==> src/rtl/uart_bus_bridge.sv <==
module uart_bus_bridge #(
  parameter int         ADDR_W = 32,
  parameter logic [7:0] WR_CMD = 8'h01,
  parameter logic [7:0] RD_CMD = 8'h02
) (
  input  logic              clk,
  input  logic              rst_n,
  input  logic              rx_valid,
  input  logic [7:0]        rx_data,
  output logic              tx_valid,
  output logic [7:0]        tx_data,
  input  logic              tx_ready,
  output logic              bus_req,
  output logic              bus_we,
  output logic [ADDR_W-1:0] bus_addr,
  output logic [31:0]       bus_wdata,
  input  logic [31:0]       bus_rdata,
  input  logic              bus_ack
);

  typedef enum logic [2:0] {
    S_CMD, S_LEN, S_ADDR, S_WDAT, S_WBUS, S_RBUS, S_RTX
  } st_t;

  st_t         st;
  logic        is_wr;
  logic [7:0]  left;
  logic [1:0]  bcnt;
  logic [31:0] addr;
  logic [31:0] wsh;
  logic [31:0] rsh;

  wire last_byte = (bcnt == 2'd3);
  wire last_beat = (left == 8'd1);

  always_ff @(posedge clk) begin
    if (!rst_n) begin
      st    <= S_CMD;
      is_wr <= 1'b0;
      left  <= 8'd1;
      bcnt  <= 2'd0;
      addr  <= '0;
      wsh   <= '0;
      rsh   <= '0;
    end else begin
      case (st)
        S_CMD: if (rx_valid) begin
          if (rx_data == WR_CMD) begin
            is_wr <= 1'b1;
            st    <= S_LEN;
          end else if (rx_data == RD_CMD) begin
            is_wr <= 1'b0;
            st    <= S_LEN;
          end
        end
        S_LEN: if (rx_valid) begin
          left <= (rx_data == 8'd0) ? 8'd1 : rx_data;
          bcnt <= 2'd0;
          st   <= S_ADDR;
        end
        S_ADDR: if (rx_valid) begin
          addr <= {addr[23:0], rx_data};
          bcnt <= bcnt + 2'd1;
          if (last_byte) st <= is_wr ? S_WDAT : S_RBUS;
        end
        S_WDAT: if (rx_valid) begin
          wsh  <= {wsh[23:0], rx_data};
          bcnt <= bcnt + 2'd1;
          if (last_byte) st <= S_WBUS;
        end
        S_WBUS: if (bus_ack) begin
          addr <= addr + 32'd1;
          left <= left - 8'd1;
          st   <= last_beat ? S_CMD : S_WDAT;
        end
        S_RBUS: if (bus_ack) begin
          rsh  <= bus_rdata;
          bcnt <= 2'd0;
          st   <= S_RTX;
        end
        S_RTX: if (tx_ready) begin
          rsh  <= {rsh[23:0], 8'h00};
          bcnt <= bcnt + 2'd1;
          if (last_byte) begin
            addr <= addr + 32'd1;
            left <= left - 8'd1;
            st   <= last_beat ? S_CMD : S_RBUS;
          end
        end
        default: st <= S_CMD;
      endcase
    end
  end

  assign bus_req   = (st == S_WBUS) || (st == S_RBUS);
  assign bus_we    = (st == S_WBUS);
  assign bus_addr  = addr[ADDR_W-1:0];
  assign bus_wdata = wsh;
  assign tx_valid  = (st == S_RTX);
  assign tx_data   = rsh[31:24];

endmodule


==> config.mk <==
export PLATFORM = sky130hd
export DESIGN_NAME = uart_bus_bridge
export DESIGN_NICKNAME = d
export VERILOG_FILES = /design/src/rtl/uart_bus_bridge.sv
export SDC_FILE = /design/constraint.sdc
export NUM_CORES = 1
export LEC_CHECK = 0
export CORE_MARGIN = 4
export CORE_UTILIZATION = 45
export DETAILED_ROUTE_END_ITERATION = 10
export GPL_TIMING_DRIVEN = 0
export PLACE_DENSITY = 0.72
export SETUP_SLACK_MARGIN = 0.3
export SLEW_MARGIN = 20
export SYNTH_ARGS = -nofsm -noshare
export SYNTH_HDL_FRONTEND = slang
export SYNTH_SLANG_ARGS = --single-unit
==> constraint.sdc <==
create_clock -name clk -period 6.2 [get_ports clk]
set_clock_uncertainty 0.1 [all_clocks]
set_input_delay 0.62 -clock clk [delete_from_list [all_inputs] [get_ports clk]]
set_output_delay 0.62 -clock clk [all_outputs]
set_load 0.02 [all_outputs]
# == Word-level counts from Yosys, hierarchy flattened ==
# Index checks and enable logic that the tools add are counted.
# classes
add_sub_neg,3
eq_ne,22
n_mux,37
reduce_logical,16
# op_table
op,count
$mux W32,6
$pmux W32 S3,1
$pmux W32 S2,1
$mux W3,14
$mux W8,5
$add A32 B1 Y32 const B,1
$pmux W8 S3,1
$pmux W3 S7,1
$eq A8 B1 Y1 const B,2
$reduce_and A5 Y1,3
$ne A2 B2 Y1 const B,7
$reduce_and A11 Y1,1
$mux W2,5
$eq A3 B3 Y1 const B,3
$eq A8 B2 Y1 const B,1
$logic_not A8 Y1,1
$ne A2 B1 Y1 const B,4
$pmux W2 S4,1
$sub A8 B1 Y8 const B,1
$eq A3 B2 Y1 const B,2
$reduce_and A3 Y1,2
$reduce_bool A3 Y1,2
$reduce_bool A2 Y1,2
$reduce_bool A4 Y1,1
9 further kinds,10
# word_totals
ff_bits,110
in_bits,45
output_inout_bits,75
wordCells,85

# == Logic depth before layout (Yosys ltp) ==
# Gate-level depths: netlist of the first run.
# depth
depth_word,5
mapped_depth,8
depth_no_buf,7

# == Worst setup path before layout of the first run ==
# Ideal clock, no wire load.
# synth_timing
kind,register to register
from,register addr[0] (netlist: bus_addr[0])
to,register addr[28] (netlist: bus_addr[28])
setup_time_ps,120
arrival_ps,2009
required_time_ps,5980
path_slack_ps,3972
path_stages_with_launch,8
path_buffers,1
period_less_slack_ps,2228
cell_sequence,dfxtp_1 ha_1 nand3_1 or3_1 buf_6 nor4b_4 a211oi_1 o31a_1
# synth_via
elab_chain_cells,4
word_cells_on_any_way,5
cone_classes,add/sub (1); mux (4)
# synth_lines
element,line,source
from (decl),29,logic [31:0] addr;
from (signal assigned),62,"addr <= {addr[23:0], rx_data};"
from (signal assigned),72,addr <= addr + 32'd1;
from (signal assigned),85,addr <= addr + 32'd1;
$add A32 B1 Y32 (*),"72, 85",
$mux W32,84,if (last_byte) begin
$mux W32,81,S_RTX: if (tx_ready) begin
$pmux W32 S3 (*),46,case (st)
# Mark *: on every way between the ends. The rest lies on a longest branch, timed or not. The select of a mux whose other input is x is not followed.
# A chain may end at the register's enable or synchronous reset.

# == Worst setup path after layout of the first run ==
# layout_timing
from,register st[2]
to,output bus_we
# layout_via
elab_chain_cells,1
# layout_lines
element,line,source
from (decl),25,st_t st;
from (signal assigned),64,if (last_byte) st <= is_wr ? S_WDAT : S_RBUS;
from (signal assigned),74,st <= last_beat ? S_CMD : S_WDAT;
from (signal assigned),87,st <= last_beat ? S_CMD : S_RBUS;
$eq A3 B3 Y1,96,assign bus_we = (st == S_WBUS);
to (decl),14,"output logic bus_we,"
# No other way between the ends.

==> results of run 1 <==
kinds of logic (layout without fill, tap and decap cells):
kind of cell               after synthesis  in the layout  share of synthesized area [%]
AOI/OAI and AO/OA                      204            204                           24.0
xor gates and xnor gates                 1              1                          0.156
adders and majority gates                4              4                          0.890
buffers and inverters                   75            209                           5.92
DFF                                    110            110                           39.2
muxes                                    5              5                          0.935
and+or+nand+nor                        348            348                           28.9
per-stage QoR:
step / instances / power [W]
3_5_place_dp: 1034 / 0.000787
6_report: 1049 / 0.00136
3_3_place_gp: 1034 / 0.000786
4_1_cts: 1049 / 0.00137
5_1_grt: 1049 / 0.00140
2_1_floorplan: 747 / 0.000744
metal layers:
metal  share of wire (%)  global-route usage, %  wire length [microns]
met5                   0                      0                      0
met4                 1.7                   8.45                    306
met1                  44                   35.1                   8190
met3                 8.2                   4.95                   1520
met2                  46                   40.1                   8400
layout by cell type, fill, tap and decap left out, types with 11 or more instances in the layout:
| master | instances |
|---|---|
| a21oi_1 | 69 |
| a22oi_1 | 12 |
| a311oi_1 | 25 |
| a31oi_1 | 15 |
| buf_2 | 11 |
| clkbuf_1 | 39 |
| clkdlybuf4s50_1 | 119 |
| dfxtp_1 | 110 |
| nand2_1 | 172 |
| nand3_1 | 27 |
| nor2_1 | 71 |
| nor3_1 | 14 |
| o21ai_0 | 30 |
registers in the layout, summed over array words and instances (netlist names):
name / flops
bus_addr: 32
bus_wdata: 32
bcnt: 2
st: 3
left: 8
is_wr: 1
rsh: 32
worst min-delay path by stage:
stage / start / end
CTS: bus_wdata[27] / bus_wdata[27]
global route: bus_wdata[27] / bus_wdata[27]
finish: bus_wdata[26] / bus_wdata[26]
floorplan: left[6] / left[6]
detailed placement: bus_wdata[27] / bus_wdata[27]
global placement: bus_wdata[27] / bus_wdata[27]
power breakdown:
part           switching, W  total (W)  internal [W]
clock              0.000272   0.000587      0.000316
sequential      0.000000421   0.000706      0.000706
combinational     0.0000336  0.0000653     0.0000317
total              0.000306    0.00136       0.00105
cell type report:
| class | count | area (sq um) |
|---|---|---|
| repair buffers | 119 | 1190 |
| plain buffers | 63 | 288 |
| clock inverters | 4 | 56.3 |
| inverters | 12 | 45.0 |
| flip-flops and latches | 110 | 2200 |
| multi-input cells | 562 | 3090 |
| well taps | 168 | 210 |
| clock buffers | 11 | 233 |
| fillers | 1161 | 4800 |
worst max-delay path, cell delays in order, from the launching register on:
cell	delay (ps)
dfxtp_1	300
buf_2	160
nand2b_1	140
clkbuf_1	420
clkbuf_1	550
nor2_1	100
clkdlybuf4s50_1	570
==> results_dict.tcl, run 1 <==
set metrics [dict create \
    cts-root-buf "clkbuf_16" \
    io_buffers 119 \
    worstPathMaxFanout 10 \
    worstPathArrival_ps 2590 \
    cts.sinks 110 \
    h-tree-depth 3 \
    worstPathRequired_ps 5480 \
    final.min_clock_period_ps 3310 \
    ys_ff_latch 110 \
    synth.area.top_cells "dfxtp_1, nand2_1, a21oi_1, nor2_1, a311oi_1" \
    hpwlAfterDp_mm 13.5 \
    cts_tree "done" \
    rsz0062_at_grt "false" \
    grt_use_total_pct 25.5 \
    cts-buffers-inserted 9 \
    r2r_slack_ps 3790 \
    ys_seq_area_share_pct 39.2 \
    leakagePower_nw 2.42 \
    hold_buffers 0 \
    drtAntennaViolNets 0 \
    globalplace.congestion 0.926 \
    synthCells 747 \
    die_area_sq_mm 0.0143 \
    drc 0 \
    synth_top_area_share_pct 39.2 \
    whs_ps 355 \
    pre_cts_slack_ps 3220 \
    post_cts_buffers 0 \
    hold_viol 0 \
    clock.fmax_mhz 302 \
    die_y_microns 120 \
    n_antenna_cell 0 \
    relSlewSlack_pct 45.0 \
    grt_pass1_wl_mm 29.5 \
    reg2reg_from "bus_addr[1]" \
    r2r_end "bus_addr[28]" \
    tightest_slew_ps 818 \
    avgViaCountPerCell 5.81 \
    max-vdd-ir-drop_mv 0.106 \
    r2r_cells 7 \
    drt_pass1_iterations 5 \
    rows 40 \
    grt_pass1_vias 5795 \
    core_area_sq_mm 0.0121 \
    drt_iter0_markers 629 \
    post_cts_resize_count 0 \
    drv_cap 0 \
    postPlaceCellArea_sq_mm 0.00702 \
    synth_cell_type_count 71 \
    crit_type "reg2out" \
    async_flop_share_pct 0 \
    slew_viol_final 0 \
    worst_slack_ps 2890 \
    nNetsFinal 926 \
    grt_start_max_net_pins 18 \
    startpoint "st[2]" \
    yosysMostFrequentCell "nand2_1" \
    fin_crit_sh_pct 53.4 \
    antenna_found_initial 0 \
    crit_path_end_kind "output pin" \
    ys_warn_count 0 \
    fin_setup_tns_ps 0 \
    yosys.area.top_type "dfxtp_1" \
    num_io_pins 120 \
    grt-ovfl-total 0 \
    netlist_area_sq_mm 0.00562 \
    fin_util_pct 60.4 \
    hold_depth 2 \
    clkTransAtPathRegs_ps 70 \
    status "finished clean" \
    syn2layout_area_growth_pct 30.1 \
    syn_avg_cell_area_sq_um 7.53 \
    fin_area_sq_mm 0.00731 \
    synth_edf_count 0 \
    drive_gt1_share_pct 6.36 \
    drt-wirelength-per-cell_microns 17.6 \
    ys_top_cells_by_count "nand2_1, dfxtp_1, nor2_1, a21oi_1, clkbuf_1" \
    synth_nets 796 \
    cp-start-kind "flip-flop" \
    power_density_mw_per_mm2 186 \
    setup_viol 0 \
    synthFlopType "dfxtp_1" \
    hold_path_class "reg2reg" \
    cts_buffer_depth 2 \
    clock_latency_ps 360 \
    wirelength_mm 18.4 \
    crit_end "bus_we" \
    start_util_pct 46.4 \
    vias 6095 \
    die_width_microns 120 \
]
No activity file was read; power rests on OpenSTA's default activity.
==> inputs of run 2 (changes only) <==
--- a/config.mk
+++ b/config.mk
@@ -9,7 +9,7 @@
 export CORE_UTILIZATION = 45
 export DETAILED_ROUTE_END_ITERATION = 10
 export GPL_TIMING_DRIVEN = 0
-export PLACE_DENSITY = 0.72
+export PLACE_DENSITY = 0.75
 export SETUP_SLACK_MARGIN = 0.3
 export SLEW_MARGIN = 20
 export SYNTH_ARGS = -nofsm -noshare
==> constraint.sdc (replaced) <==
create_clock -name clk -period 2.8 [get_ports clk]
set_clock_uncertainty 0.1 [all_clocks]
set_input_delay 0.28 -clock clk [delete_from_list [all_inputs] [get_ports clk]]
set_output_delay 0.28 -clock clk [all_outputs]
set_load 0.02 [all_outputs]
==> run 2 against run 1 <==
Compared with the run above: register-to-register slack got worse by 3300 ps; final cell count barely moved; worst setup slack got worse by 2500 ps; non-clock buffer count did not move; final area rose by 0.48%; critical path depth did not move; sequential share of layout area fell by 0.11 points; sequential power rose by 120%; die area did not move; critical path type unchanged; largest cell class unchanged; highest routed layer unchanged.
==> results_dict.tcl, run 2 (same netlist as run 1, synthesis figures left out) <==
set metrics [dict create \
    h-tree-depth 3 \
    antenna_found_initial 0 \
    nNetsFinal 926 \
    final.min_clock_period_ps 2430 \
    core_area_sq_mm 0.0121 \
    hpwlAfterDp_mm 13.4 \
    cts.sinks 110 \
    clock.fmax_mhz 412 \
    io_buffers 119 \
    cts_buffer_depth 2 \
    tightest_slew_ps 792 \
    grt_start_max_net_pins 21 \
    drt_pass1_iterations 6 \
    clock_latency_ps 350 \
    rows 40 \
    n_antenna_cell 0 \
    reg2reg_from "bcnt[0]" \
    grt_pass1_wl_mm 29.7 \
    setup_viol 0 \
    r2r_slack_ps 460 \
    grt-ovfl-total 0 \
    hold_depth 2 \
    postPlaceCellArea_sq_mm 0.00702 \
    cts-root-buf "clkbuf_16" \
    drc 0 \
    avgViaCountPerCell 5.89 \
    cts_tree "done" \
    post_cts_buffers 0 \
    fin_setup_tns_ps 0 \
    drt_iter0_markers 657 \
    post_cts_resize_count 6 \
    die_area_sq_mm 0.0143 \
    cts-buffers-inserted 9 \
    syn2layout_area_growth_pct 30.7 \
    worstPathArrival_ps 2050 \
    layout_common_cells "nand2_1, clkdlybuf4s50_1, dfxtp_1" \
    fin_area_sq_mm 0.00735 \
    rsz0062_at_grt "true" \
    crit_path_end_kind "output pin" \
    hold_viol 0 \
    fin_util_pct 60.7 \
    path_cells "buf_2 -> nor2b_2 -> nand2_1 -> inv_2 -> clkbuf_2 -> clkdlybuf4s15_1" \
    clkTransAtPathRegs_ps 80 \
    hold_start "bus_wdata[28]" \
    globalplace.congestion 0.981 \
    r2r_cells 7 \
    die_width_microns 120 \
    final_common_cell "nand2_1" \
    crit_slowest_cell "clkdlybuf4s15_1" \
    relSlewSlack_pct 46.8 \
    power_w 0.00307 \
    critical-path-max-stage-delay_ps 350 \
    fin_crit_sh_pct 86.7 \
    drv_cap 0 \
    grt_pass1_vias 5817 \
    drtAntennaViolNets 0 \
    max-vdd-ir-drop_mv 0.329 \
    r2r_end "bus_addr[27]" \
    crit_type "reg2out" \
    worstPathMaxFanout 10 \
    hold_path_class "reg2reg" \
    cp-start-kind "flip-flop" \
    wirelength_mm 18.2 \
    grt_use_total_pct 25.3 \
    leakagePower_nw 2.44 \
    drive_gt1_share_pct 7.48 \
    worstPathRequired_ps 2420 \
    min_to "bus_wdata[28]" \
    hold_buffers 0 \
    die_y_microns 120 \
    vias 6182 \
    status "finished clean" \
    power_density_mw_per_mm2 417 \
    num_io_pins 120 \
    start_util_pct 46.4 \
    drt-wirelength-per-cell_microns 17.4 \
    slew_viol_final 0 \
]
-- run 2: cell type report --
cell class	count	area, sq um
tap	168	210
inverter	12	45.0
multi-input combinational	562	3090
clock inverter	7	87.6
sequential	110	2200
clock buffer	9	225
buffer	63	295
timing repair buffer	119	1190
fill	1132	4760
-- run 2: worst max-delay path by stage --
stage / start / to / slack (ps) / cells past startpoint
global route: st[2] / tx_valid / 220 / 6
detailed placement: rx_valid / bus_addr[24] / 210 / 7
global placement: rx_valid / bus_addr[27] / 190 / 7
finish: st[2] / tx_valid / 370 / 6
floorplan: bus_addr[0] / bus_addr[28] / 570 / 7
CTS: st[2] / tx_valid / 290 / 6
-- run 2: critical path, delay by kind of cell, from the launching register on --
family	cells	cell delay, ps
buffers and inverters	4	960
and+or+nand+nor	2	430
DFF	1	310
-- run 2: routing by layer --
layer  up-vias  routed length [microns]  GRT usage, %  part of all wire, %
met4         0                      521          10.7                  2.9
met3        43                     1580          4.34                  8.7
li1       2929                        -             -                    -
met1      2894                     7890          35.6                   43
met5         -                        0             0                    0
met2       316                     8250          38.3                   45
-- run 2: power by group --
group          leakage [nW]  internal, W  total, W  switching, W
registers             0.887      0.00156   0.00156   0.000000915
clock network         0.148     0.000717   0.00136      0.000643
logic                  1.41    0.0000702  0.000143     0.0000732
-- run 2: metrics by stage --
stage	setup WS [ps]	std cells	hold slack, ps
2_1_floorplan	572	747	316
3_3_place_gp	193	1034	343
3_5_place_dp	215	1034	348
4_1_cts	291	1050	358
5_1_grt	218	1050	380
6_report	371	1050	356
